`config.mk`:
```
export PLATFORM = sky130hd
export DESIGN_NAME = pll_ndiv_ramp_ctrl
export DESIGN_NICKNAME = d
export VERILOG_FILES = /design/src/rtl/pll_ndiv_ramp_ctrl.sv
export SDC_FILE = /design/constraint.sdc
export NUM_CORES = 1
export LEC_CHECK = 0
export ABC_AREA = 1
export BUFFER_PORTS_ARGS = -buffer_cell sky130_fd_sc_hd__buf_2
export CORE_MARGIN = 1
export CORE_UTILIZATION = 53
export DETAILED_ROUTE_END_ITERATION = 8
export PLACE_DENSITY_LB_ADDON = 0.3
export SLEW_MARGIN = 20
export SYNTH_ARGS = -nofsm -noshare
export SYNTH_HDL_FRONTEND = slang
export SYNTH_SLANG_ARGS = --single-unit
```
`constraint.sdc`:
```
create_clock -name clk -period 2 [get_ports clk]
set_input_delay 0.2 -clock clk [delete_from_list [all_inputs] [get_ports clk]]
set_output_delay 0.2 -clock clk [all_outputs]
set_load 0.05 [all_outputs]
```
`src/rtl/pll_ndiv_ramp_ctrl.sv`:
```
module pll_ndiv_ramp_ctrl #(
  parameter int          CLK_HZ     = 125_000_000,
  parameter int          POLL_LIMIT = 500,
  parameter int          M_W        = 8,
  parameter int          N_W        = 8,
  parameter int          PL_W       = 6,
  parameter logic [7:0]  STEP_A_VAL = 8'h2B,
  parameter logic [7:0]  STEP_B_VAL = 8'h0B
) (
  input  logic                      clk,
  input  logic                      rst_n,
  input  logic                      start,
  input  logic [N_W-1:0]            target_n,
  input  logic [M_W+N_W+PL_W-1:0]   coeff_cur,
  input  logic                      ramp_done_sync,
  output logic [7:0]                step_a,
  output logic [7:0]                step_b,
  output logic                      slowdown_en,
  output logic                      ramp_en,
  output logic [M_W+N_W+PL_W-1:0]   coeff_wdata,
  output logic                      coeff_wr,
  output logic                      busy,
  output logic                      done,
  output logic                      timeout
);
  localparam int CW     = M_W + N_W + PL_W;
  localparam int N_LSB  = M_W;
  localparam int US_CYC = (CLK_HZ / 1_000_000) < 1 ? 1 : CLK_HZ / 1_000_000;
  localparam int UC_W   = $clog2(US_CYC + 1);
  localparam int PC_W   = $clog2(POLL_LIMIT + 1);
  localparam logic [UC_W-1:0] US_RELOAD = UC_W'(US_CYC - 1);
  localparam logic [PC_W-1:0] POLL_LAST = PC_W'(POLL_LIMIT - 1);

  typedef enum logic [2:0] {S_IDLE, S_STEPS, S_SLOW, S_WAIT_N, S_WAIT_EN, S_POLL, S_FIN} st_t;

  st_t              st;
  logic [UC_W-1:0]  us_cnt;
  logic [PC_W-1:0]  polls;
  logic [N_W-1:0]   n_req;
  logic [CW-1:0]    base;
  logic             ok;

  wire tick = (us_cnt == '0);
  wire same = (target_n == coeff_cur[N_LSB +: N_W]);
  wire [CW-1:0] new_word = {base[CW-1:N_LSB+N_W], n_req, base[M_W-1:0]};

  assign busy = (st != S_IDLE);

  always_ff @(posedge clk) begin
    if (!rst_n) begin
      st          <= S_IDLE;
      us_cnt      <= '0;
      polls       <= '0;
      n_req       <= '0;
      base        <= '0;
      ok          <= 1'b0;
      step_a      <= '0;
      step_b      <= '0;
      slowdown_en <= 1'b0;
      ramp_en     <= 1'b0;
      coeff_wdata <= '0;
      coeff_wr    <= 1'b0;
      done        <= 1'b0;
      timeout     <= 1'b0;
    end else begin
      coeff_wr <= 1'b0;
      done     <= 1'b0;
      timeout  <= 1'b0;
      case (st)
        S_IDLE: if (start) begin
          n_req <= target_n;
          base  <= coeff_cur;
          if (same) done <= 1'b1;
          else      st   <= S_STEPS;
        end
        S_STEPS: begin
          step_a <= STEP_A_VAL;
          step_b <= STEP_B_VAL;
          st     <= S_SLOW;
        end
        S_SLOW: begin
          slowdown_en <= 1'b1;
          us_cnt      <= US_RELOAD;
          st          <= S_WAIT_N;
        end
        S_WAIT_N: if (tick) begin
          coeff_wdata <= new_word;
          coeff_wr    <= 1'b1;
          us_cnt      <= US_RELOAD;
          st          <= S_WAIT_EN;
        end else us_cnt <= us_cnt - 1'b1;
        S_WAIT_EN: if (tick) begin
          ramp_en <= 1'b1;
          polls   <= '0;
          us_cnt  <= US_RELOAD;
          st      <= S_POLL;
        end else us_cnt <= us_cnt - 1'b1;
        S_POLL: if (tick) begin
          us_cnt <= US_RELOAD;
          if (ramp_done_sync || polls == POLL_LAST) begin
            ok          <= ramp_done_sync;
            slowdown_en <= 1'b0;
            ramp_en     <= 1'b0;
            st          <= S_FIN;
          end else polls <= polls + 1'b1;
        end else us_cnt <= us_cnt - 1'b1;
        S_FIN: begin
          done    <= ok;
          timeout <= !ok;
          st      <= S_IDLE;
        end
        default: st <= S_IDLE;
      endcase
    end
  end

  a_r2_skip_done: assert property (@(posedge clk) disable iff (!rst_n)
    (start && !busy && same) |=> (done && !busy && !coeff_wr));
  a_r3_slow_after_steps: assert property (@(posedge clk) disable iff (!rst_n)
    $rose(slowdown_en) |-> (step_a == STEP_A_VAL && step_b == STEP_B_VAL));
  a_r4_write_in_slowdown: assert property (@(posedge clk) disable iff (!rst_n)
    coeff_wr |-> (slowdown_en && !ramp_en && !$past(coeff_wr)));
  a_r5_ramp_needs_slowdown: assert property (@(posedge clk) disable iff (!rst_n)
    ramp_en |-> slowdown_en);
  a_r7_clear_together: assert property (@(posedge clk) disable iff (!rst_n)
    $fell(slowdown_en) |-> $fell(ramp_en));
  a_r8_report_after_clear: assert property (@(posedge clk) disable iff (!rst_n)
    (done || timeout) |-> (!slowdown_en && !ramp_en && !busy));
  a_r8_exclusive: assert property (@(posedge clk) disable iff (!rst_n)
    $onehot0({done, timeout}));
  a_r9_word_held: assert property (@(posedge clk) disable iff (!rst_n)
    (busy && !coeff_wr) |=> (coeff_wr || $stable(coeff_wdata)));
endmodule

```
==> flow_metrics.env, run 1 <==
export IMPL_power_internal_w=0.002887
export IMPL_grt_first_pass_wirelength_um=11010
export IMPL_grt_overflow=0
export IMPL_busiest_layer="met2"
export IMPL_power_density_nw_per_um2=1427
export IMPL_skew_ps=8.364
export IMPL_ys_seq_area_share_pct=44.53
export IMPL_reg2regPathDepth=6
export IMPL_drt_total_wl_um=6348
export IMPL_core_area_um2=5608
export IMPL_dieWidth_um=79.06
export IMPL_cts_hold_buffers=0
export IMPL_cts_buffer_depth=2
export IMPL_setup_ws_ps=251.5
export IMPL_cp_end_kind="register"
export IMPL_ys_ff_latch=70
export IMPL_die_h_um=79.06
export IMPL_setup_violations=0
export IMPL_drt_iter0_drc=136
export IMPL_finalHoldViolations=0
export IMPL_antenna_cells=0
export IMPL_crit_required_ps=2250
export IMPL_grtUsageMet3_pct=4.138
export IMPL_critPathKind="register to register"
export IMPL_clk_pin_slew_ps=70
export IMPL_htreeDepth=3
export IMPL_synth_top_area_share_pct=44.53
export IMPL_met2_usage_pct=37.24
export IMPL_finalSetupTns_ps=0
export IMPL_rsz0062_at_grt="false"
export IMPL_yosys_area_top_type="dfxtp_1"
export IMPL_antenna_found_initial=0
export IMPL_rows=27
export IMPL_final_cell_mix="dfxtp_1 (70), buf_2 (68), a21oi_1 (55)"
export IMPL_fin_crit_sh_pct=87.43
export IMPL_ir_drop_mv=1.222
export IMPL_io_pins=78
export IMPL_grt_pass1_vias=2540
export IMPL_post_cts_buffers=0
export IMPL_drive_gt1_share_pct=23.63
export IMPL_die_area_um2=6250
export IMPL_postRouteAntennaNets=0
export IMPL_mostFrequentLayoutCell="dfxtp_1"
export IMPL_via_per_inst=5.145
export IMPL_startpoint_type="register"
export IMPL_cts_tree="done"
export IMPL_multi_input_area_um2=1350
export IMPL_synthCells=413
export IMPL_drv_slew=0
export IMPL_first_pass_iters=4
export IMPL_avgSynthCellArea_um2=7.619
export IMPL_cts_resized=0
export IMPL_maxCapViolCount=0
export IMPL_nFillCells=523
export IMPL_combinationalPowerShare_pct=42.5
export IMPL_remaining_drc_errors=0
export IMPL_track_usage_pct=22.13
export IMPL_nNetsFinal=507
export IMPL_seq_power_share_pct=36.3
export IMPL_cts_sinks=70
export IMPL_p_clk_share_pct=21.2
export IMPL_status="finished, final reports clean"
export IMPL_grt_max_degree=53
export IMPL_synthTopCellsByArea="dfxtp_1 (45%), a21oi_1 (8.7%), o21ai_0 (7.5%)"
export IMPL_min_period_ps=1749
export IMPL_critPathArrivalTime_ps=2000
export IMPL_tightest_slew_ps=637.6
export IMPL_post_drt_wl_per_cell_um=11.63
export IMPL_seq_area_um2=1401
export IMPL_hold_class="input pin to register"
export IMPL_p_switching_w=0.002265
export IMPL_dp_worst_setup_slack_ps=266.1
export IMPL_portBuffers=68
export IMPL_yosysWarnings=0
export IMPL_use_met1_pct=28.16
export IMPL_netlist_area_um2=3147
export IMPL_leakagePower_nw=1.678
export IMPL_hold_depth=3
export IMPL_cts_root_buffer="clkbuf_8"
export IMPL_insertion_delay_ps=330
export IMPL_area_growth_pct=14.71
export IMPL_clock_fmax_mhz=571.9
export IMPL_slew_headroom_pct=57.34
export IMPL_hpwlAfterDp_um=4437
export IMPL_floorplan_initialDensity_pct=56.11
export IMPL_p_sw_share_pct=43.96
export IMPL_cts_buffers=9
export IMPL_critPathMaxFanout=39
export IMPL_gp_congestion=0.8700
export IMPL_synth_distinct_cells=34
export IMPL_via_count=2809
power by group through the flow:
stage | clock network (W) | registers (W) | logic, W
floorplan | 0 | 0.00203 | 0.00173
global placement | 0 | 0.00189 | 0.00212
detailed placement | 0 | 0.00190 | 0.00218
CTS | 0.00112 | 0.00187 | 0.00219
global route | 0.00118 | 0.00190 | 0.00243
finish | 0.00109 | 0.00187 | 0.00219
kinds of logic (layout without fill, tap and decap cells):
group,Yosys count,count (layout),share of synthesized area (%)
and+or+nand+nor,130,130,19.80
AOI/OAI and AO/OA,115,115,18.89
buffers and inverters,87,140,13.52
DFF,70,70,44.53
xor gates and xnor gates,7,7,1.948
adders and majority gates,3,3,1.193
other,1,9,0.1192
final timing paths:
check                       start  slack, ps                     endpoint
max            st[0]$_SDFFE_PN0P_        250         base[5]$_SDFFE_PN0P_
min                  coeff_cur[1]        140         base[1]$_SDFFE_PN0P_
max reg2reg    st[0]$_SDFFE_PN0P_        250         base[5]$_SDFFE_PN0P_
min reg2reg  base[7]$_SDFFE_PN0P_        450  coeff_wdata[7]$_SDFFE_PN0P_
cell type report:
type,instances,area share [%]
Timing Repair Buffer,70,10.19
Tap cell,72,2.496
Sequential cell,70,38.82
Clock buffer,11,3.917
Inverter,55,5.858
Multi-Input combinational cell,264,37.40
Clock inverter,4,1.317
cell usage after synthesis (all sizes together):
cell type,number
a21oi,56
dfxtp,70
o22ai,2
nor3,7
conb,1
o31ai,1
nor4,1
nor2,43
buf,26
o21ai,52
o211a,1
a31oi,2
ha,3
nand4,1
clkbuf,6
inv,53
nand3,19
clkinv,2
xnor2,7
nand2,59
o21a,1
per-stage QoR:
step                hold slack, ps  instance area (um^2)  total power [W]  util [%]  instances
global route                 144.9                  3610         0.005515     64.37        546
detailed placement           443.4                  3421         0.004079     61.00        531
CTS                          127.3                  3610         0.005178     64.37        546
global placement             436.8                  3421         0.004012     61.00        531
floorplan                    367.5                  3177         0.003762         -        421
finish                       142.6                  3610         0.005151     64.37        546
sequential cells by signal, indices dropped and copies added, names as in the netlist:
signal	flops
coeff_wdata	22
base	14
polls	9
n_req	8
us_cnt	7
st	3
coeff_wr	1
done	1
ok	1
ramp_en	1
slowdown_en	1
step_b	1
timeout	1
routing by layer:
layer / routed length, um / vias up
met2: 3005 / 97
met4: 44 / 0
met1: 2961 / 1284
met3: 337 / 5
li1: - / 1423
met5: 0 / -
worst max-delay path, cell delays in order (launching register included):
cell and delay (ps):
dfxtp_1 500, nor2_1 90, nand2_1 130, inv_2 100
nand2_2 490, o21ai_0 190, a21oi_1 170
Power figures use the tool's default switching activity.
==> inputs of run 2 (changes only) <==
PLACE_DENSITY = 0.8   (was default)
PLACE_DENSITY_LB_ADDON = default   (was 0.3)
==> run 2 against run 1 <==
Against the previous run:
- largest cell class unchanged
- register-to-register slack improved by 20 ps
- critical path depth is the same
- maximum frequency rose by 1.4%
- core utilization is 0.62 points higher
- cell area is 0.97% higher
- non-clock buffer count is the same
- combinational power hardly changed
- total power up 3.2%
- global-route usage fell by 0.68 points
- via count is 0.32% lower
==> flow_metrics.env, run 2 (synthesis gave the netlist of run 1 again) <==
export IMPL_status="finished, final reports clean"
export IMPL_nNetsFinal=507
export IMPL_startpoint_type="register"
export IMPL_skew_ps=6.911
export IMPL_ir_drop_mv=1.065
export IMPL_rsz0062_at_grt="false"
export IMPL_cts_sinks=70
export IMPL_dieWidth_um=79.06
export IMPL_drive_gt1_share_pct=23.79
export IMPL_leakagePower_nw=1.685
export IMPL_area_growth_pct=15.83
export IMPL_drt_iter0_drc=131
export IMPL_track_usage_pct=21.45
export IMPL_post_drt_wl_per_cell_um=11.57
export IMPL_cpMaxStageDelayCell="dfxtp_1"
export IMPL_max_stage_delay_ps=390
export IMPL_maxCapViolCount=0
export IMPL_cp_end_kind="register"
export IMPL_antenna_cells=0
export IMPL_drv_slew=0
export IMPL_die_h_um=79.06
export IMPL_first_pass_iters=4
export IMPL_insertion_delay_ps=340
export IMPL_critPathKind="register to register"
export IMPL_finalSetupTns_ps=0
export IMPL_reg_top3="coeff_wdata (22), base (14), polls (9)"
export IMPL_core_area_um2=5608
export IMPL_cts_buffers=9
export IMPL_reg2regPathDepth=6
export IMPL_die_area_um2=6250
export IMPL_floorplan_initialDensity_pct=56.11
export IMPL_cts_buffer_depth=2
export IMPL_largest_reg_flops=22
export IMPL_path_cells="nor2_1, nand2_1, inv_2, nand2_2, o21ai_0, a21oi_1"
export IMPL_dp_worst_setup_slack_ps=301.7
export IMPL_htreeDepth=3
export IMPL_cts_tree="done"
export IMPL_portBuffers=68
export IMPL_wl_met1_um=2949
export IMPL_reg2reg_from="st[0]$_SDFFE_PN0P_"
export IMPL_antenna_found_initial=0
export IMPL_finalPower_w=0.005317
export IMPL_hold_class="input pin to register"
export IMPL_grt_first_pass_wirelength_um=10540
export IMPL_postRouteAntennaNets=0
export IMPL_hold_end="base[1]$_SDFFE_PN0P_"
export IMPL_gp_congestion=0.8478
export IMPL_fin_crit_sh_pct=86.19
export IMPL_critPathArrivalTime_ps=1920
export IMPL_post_cts_buffers=0
export IMPL_power_density_nw_per_um2=1459
export IMPL_mostFrequentLayoutCell="dfxtp_1"
export IMPL_regToRegSetupSlack_ps=280
export IMPL_drt_total_wl_um=6329
export IMPL_grt_overflow=0
export IMPL_slew_headroom_pct=57.86
export IMPL_rows=27
export IMPL_hp_start="coeff_cur[1]"
export IMPL_final_cell_mix="dfxtp_1 (70), buf_2 (68), a21oi_1 (55)"
export IMPL_cts_hold_buffers=0
export IMPL_wl_met3_um=377
export IMPL_crit_family="simple AND/OR/NAND/NOR gates"
export IMPL_clock_fmax_mhz=580.1
export IMPL_setup_ws_ps=276.1
export IMPL_rr_endpoint="base[16]$_SDFFE_PN0P_"
export IMPL_hpwlAfterDp_um=4377
export IMPL_grt_pass1_vias=2438
export IMPL_hold_depth=3
export IMPL_grt_max_degree=53
export IMPL_path_buf_inv=1
export IMPL_tightest_slew_ps=629.8
export IMPL_min_period_ps=1724
export IMPL_clk_pin_slew_ps=70
export IMPL_finalHoldViolations=0
export IMPL_topRoutingLayerUsed="met4"
export IMPL_remaining_drc_errors=0
export IMPL_critPathMaxFanout=39
export IMPL_worst_hold_slack_ps=124.4
export IMPL_crit_required_ps=2200
export IMPL_dp_cells=531
export IMPL_layout_cells_non_filler=547
export IMPL_cts_resized=0
export IMPL_setup_violations=0
export IMPL_registers_top_by_ff_count="coeff_wdata"
export IMPL_io_pins=78
export IMPL_dr_wl_met2_um=2881
export IMPL_cts_root_buffer="clkbuf_8"
export IMPL_via_count=2800
export IMPL_via_per_inst=5.119
[run 2: worst max path at each step]
stage	depth (start not counted)	end	slack, ps	start
after floorplan	8	n_req[7]$_SDFFE_PN0P_	410	st[0]$_SDFFE_PN0P_
after global placement	6	base[16]$_SDFFE_PN0P_	320	st[0]$_SDFFE_PN0P_
after detailed placement	7	done$_SDFF_PN0_	300	st[0]$_SDFFE_PN0P_
after CTS	6	n_req[6]$_SDFFE_PN0P_	270	st[0]$_SDFFE_PN0P_
after global routing	6	base[16]$_SDFFE_PN0P_	80	st[0]$_SDFFE_PN0P_
final	6	base[16]$_SDFFE_PN0P_	280	st[0]$_SDFFE_PN0P_
[run 2: per-layer routing]
layer | GRT usage, % | vias up
met5 | 0 | -
met2 | 34.83 | 96
met3 | 2.989 | 11
met1 | 27.67 | 1269
met4 | 11.09 | 0
li1 | - | 1424
[run 2: area by class of cell]
type,instances,area (um^2)
timing repair buffer,70,367.9
sequential,70,1401
clock buffer,11,141.4
inverter,55,211.5
tap,72,90.09
fill,494,1963
clock inverter,5,82.58
multi-input combinational,264,1350
[run 2: worst reg2reg max path: stages (launching register included)]
cell,delay (ps)
dfxtp_1,390
nor2_1,140
nand2_1,110
inv_2,150
nand2_2,390
o21ai_0,330
a21oi_1,70
[run 2: stage by stage]
stage,instance area (um^2),util [%]
CTS,3645,64.99
floorplan,3177,-
global placement,3421,61.00
finish,3645,64.99
detailed placement,3421,61.00
global route,3645,64.99
[run 2: power breakdown]
| part | internal (W) | switching [W] | leakage, nW |
|---|---|---|---|
| sequential | 0.00169 | 0.000182 | 0.570 |
| combinational | 0.000600 | 0.00158 | 1.01 |
| clock | 0.000736 | 0.000532 | 0.102 |
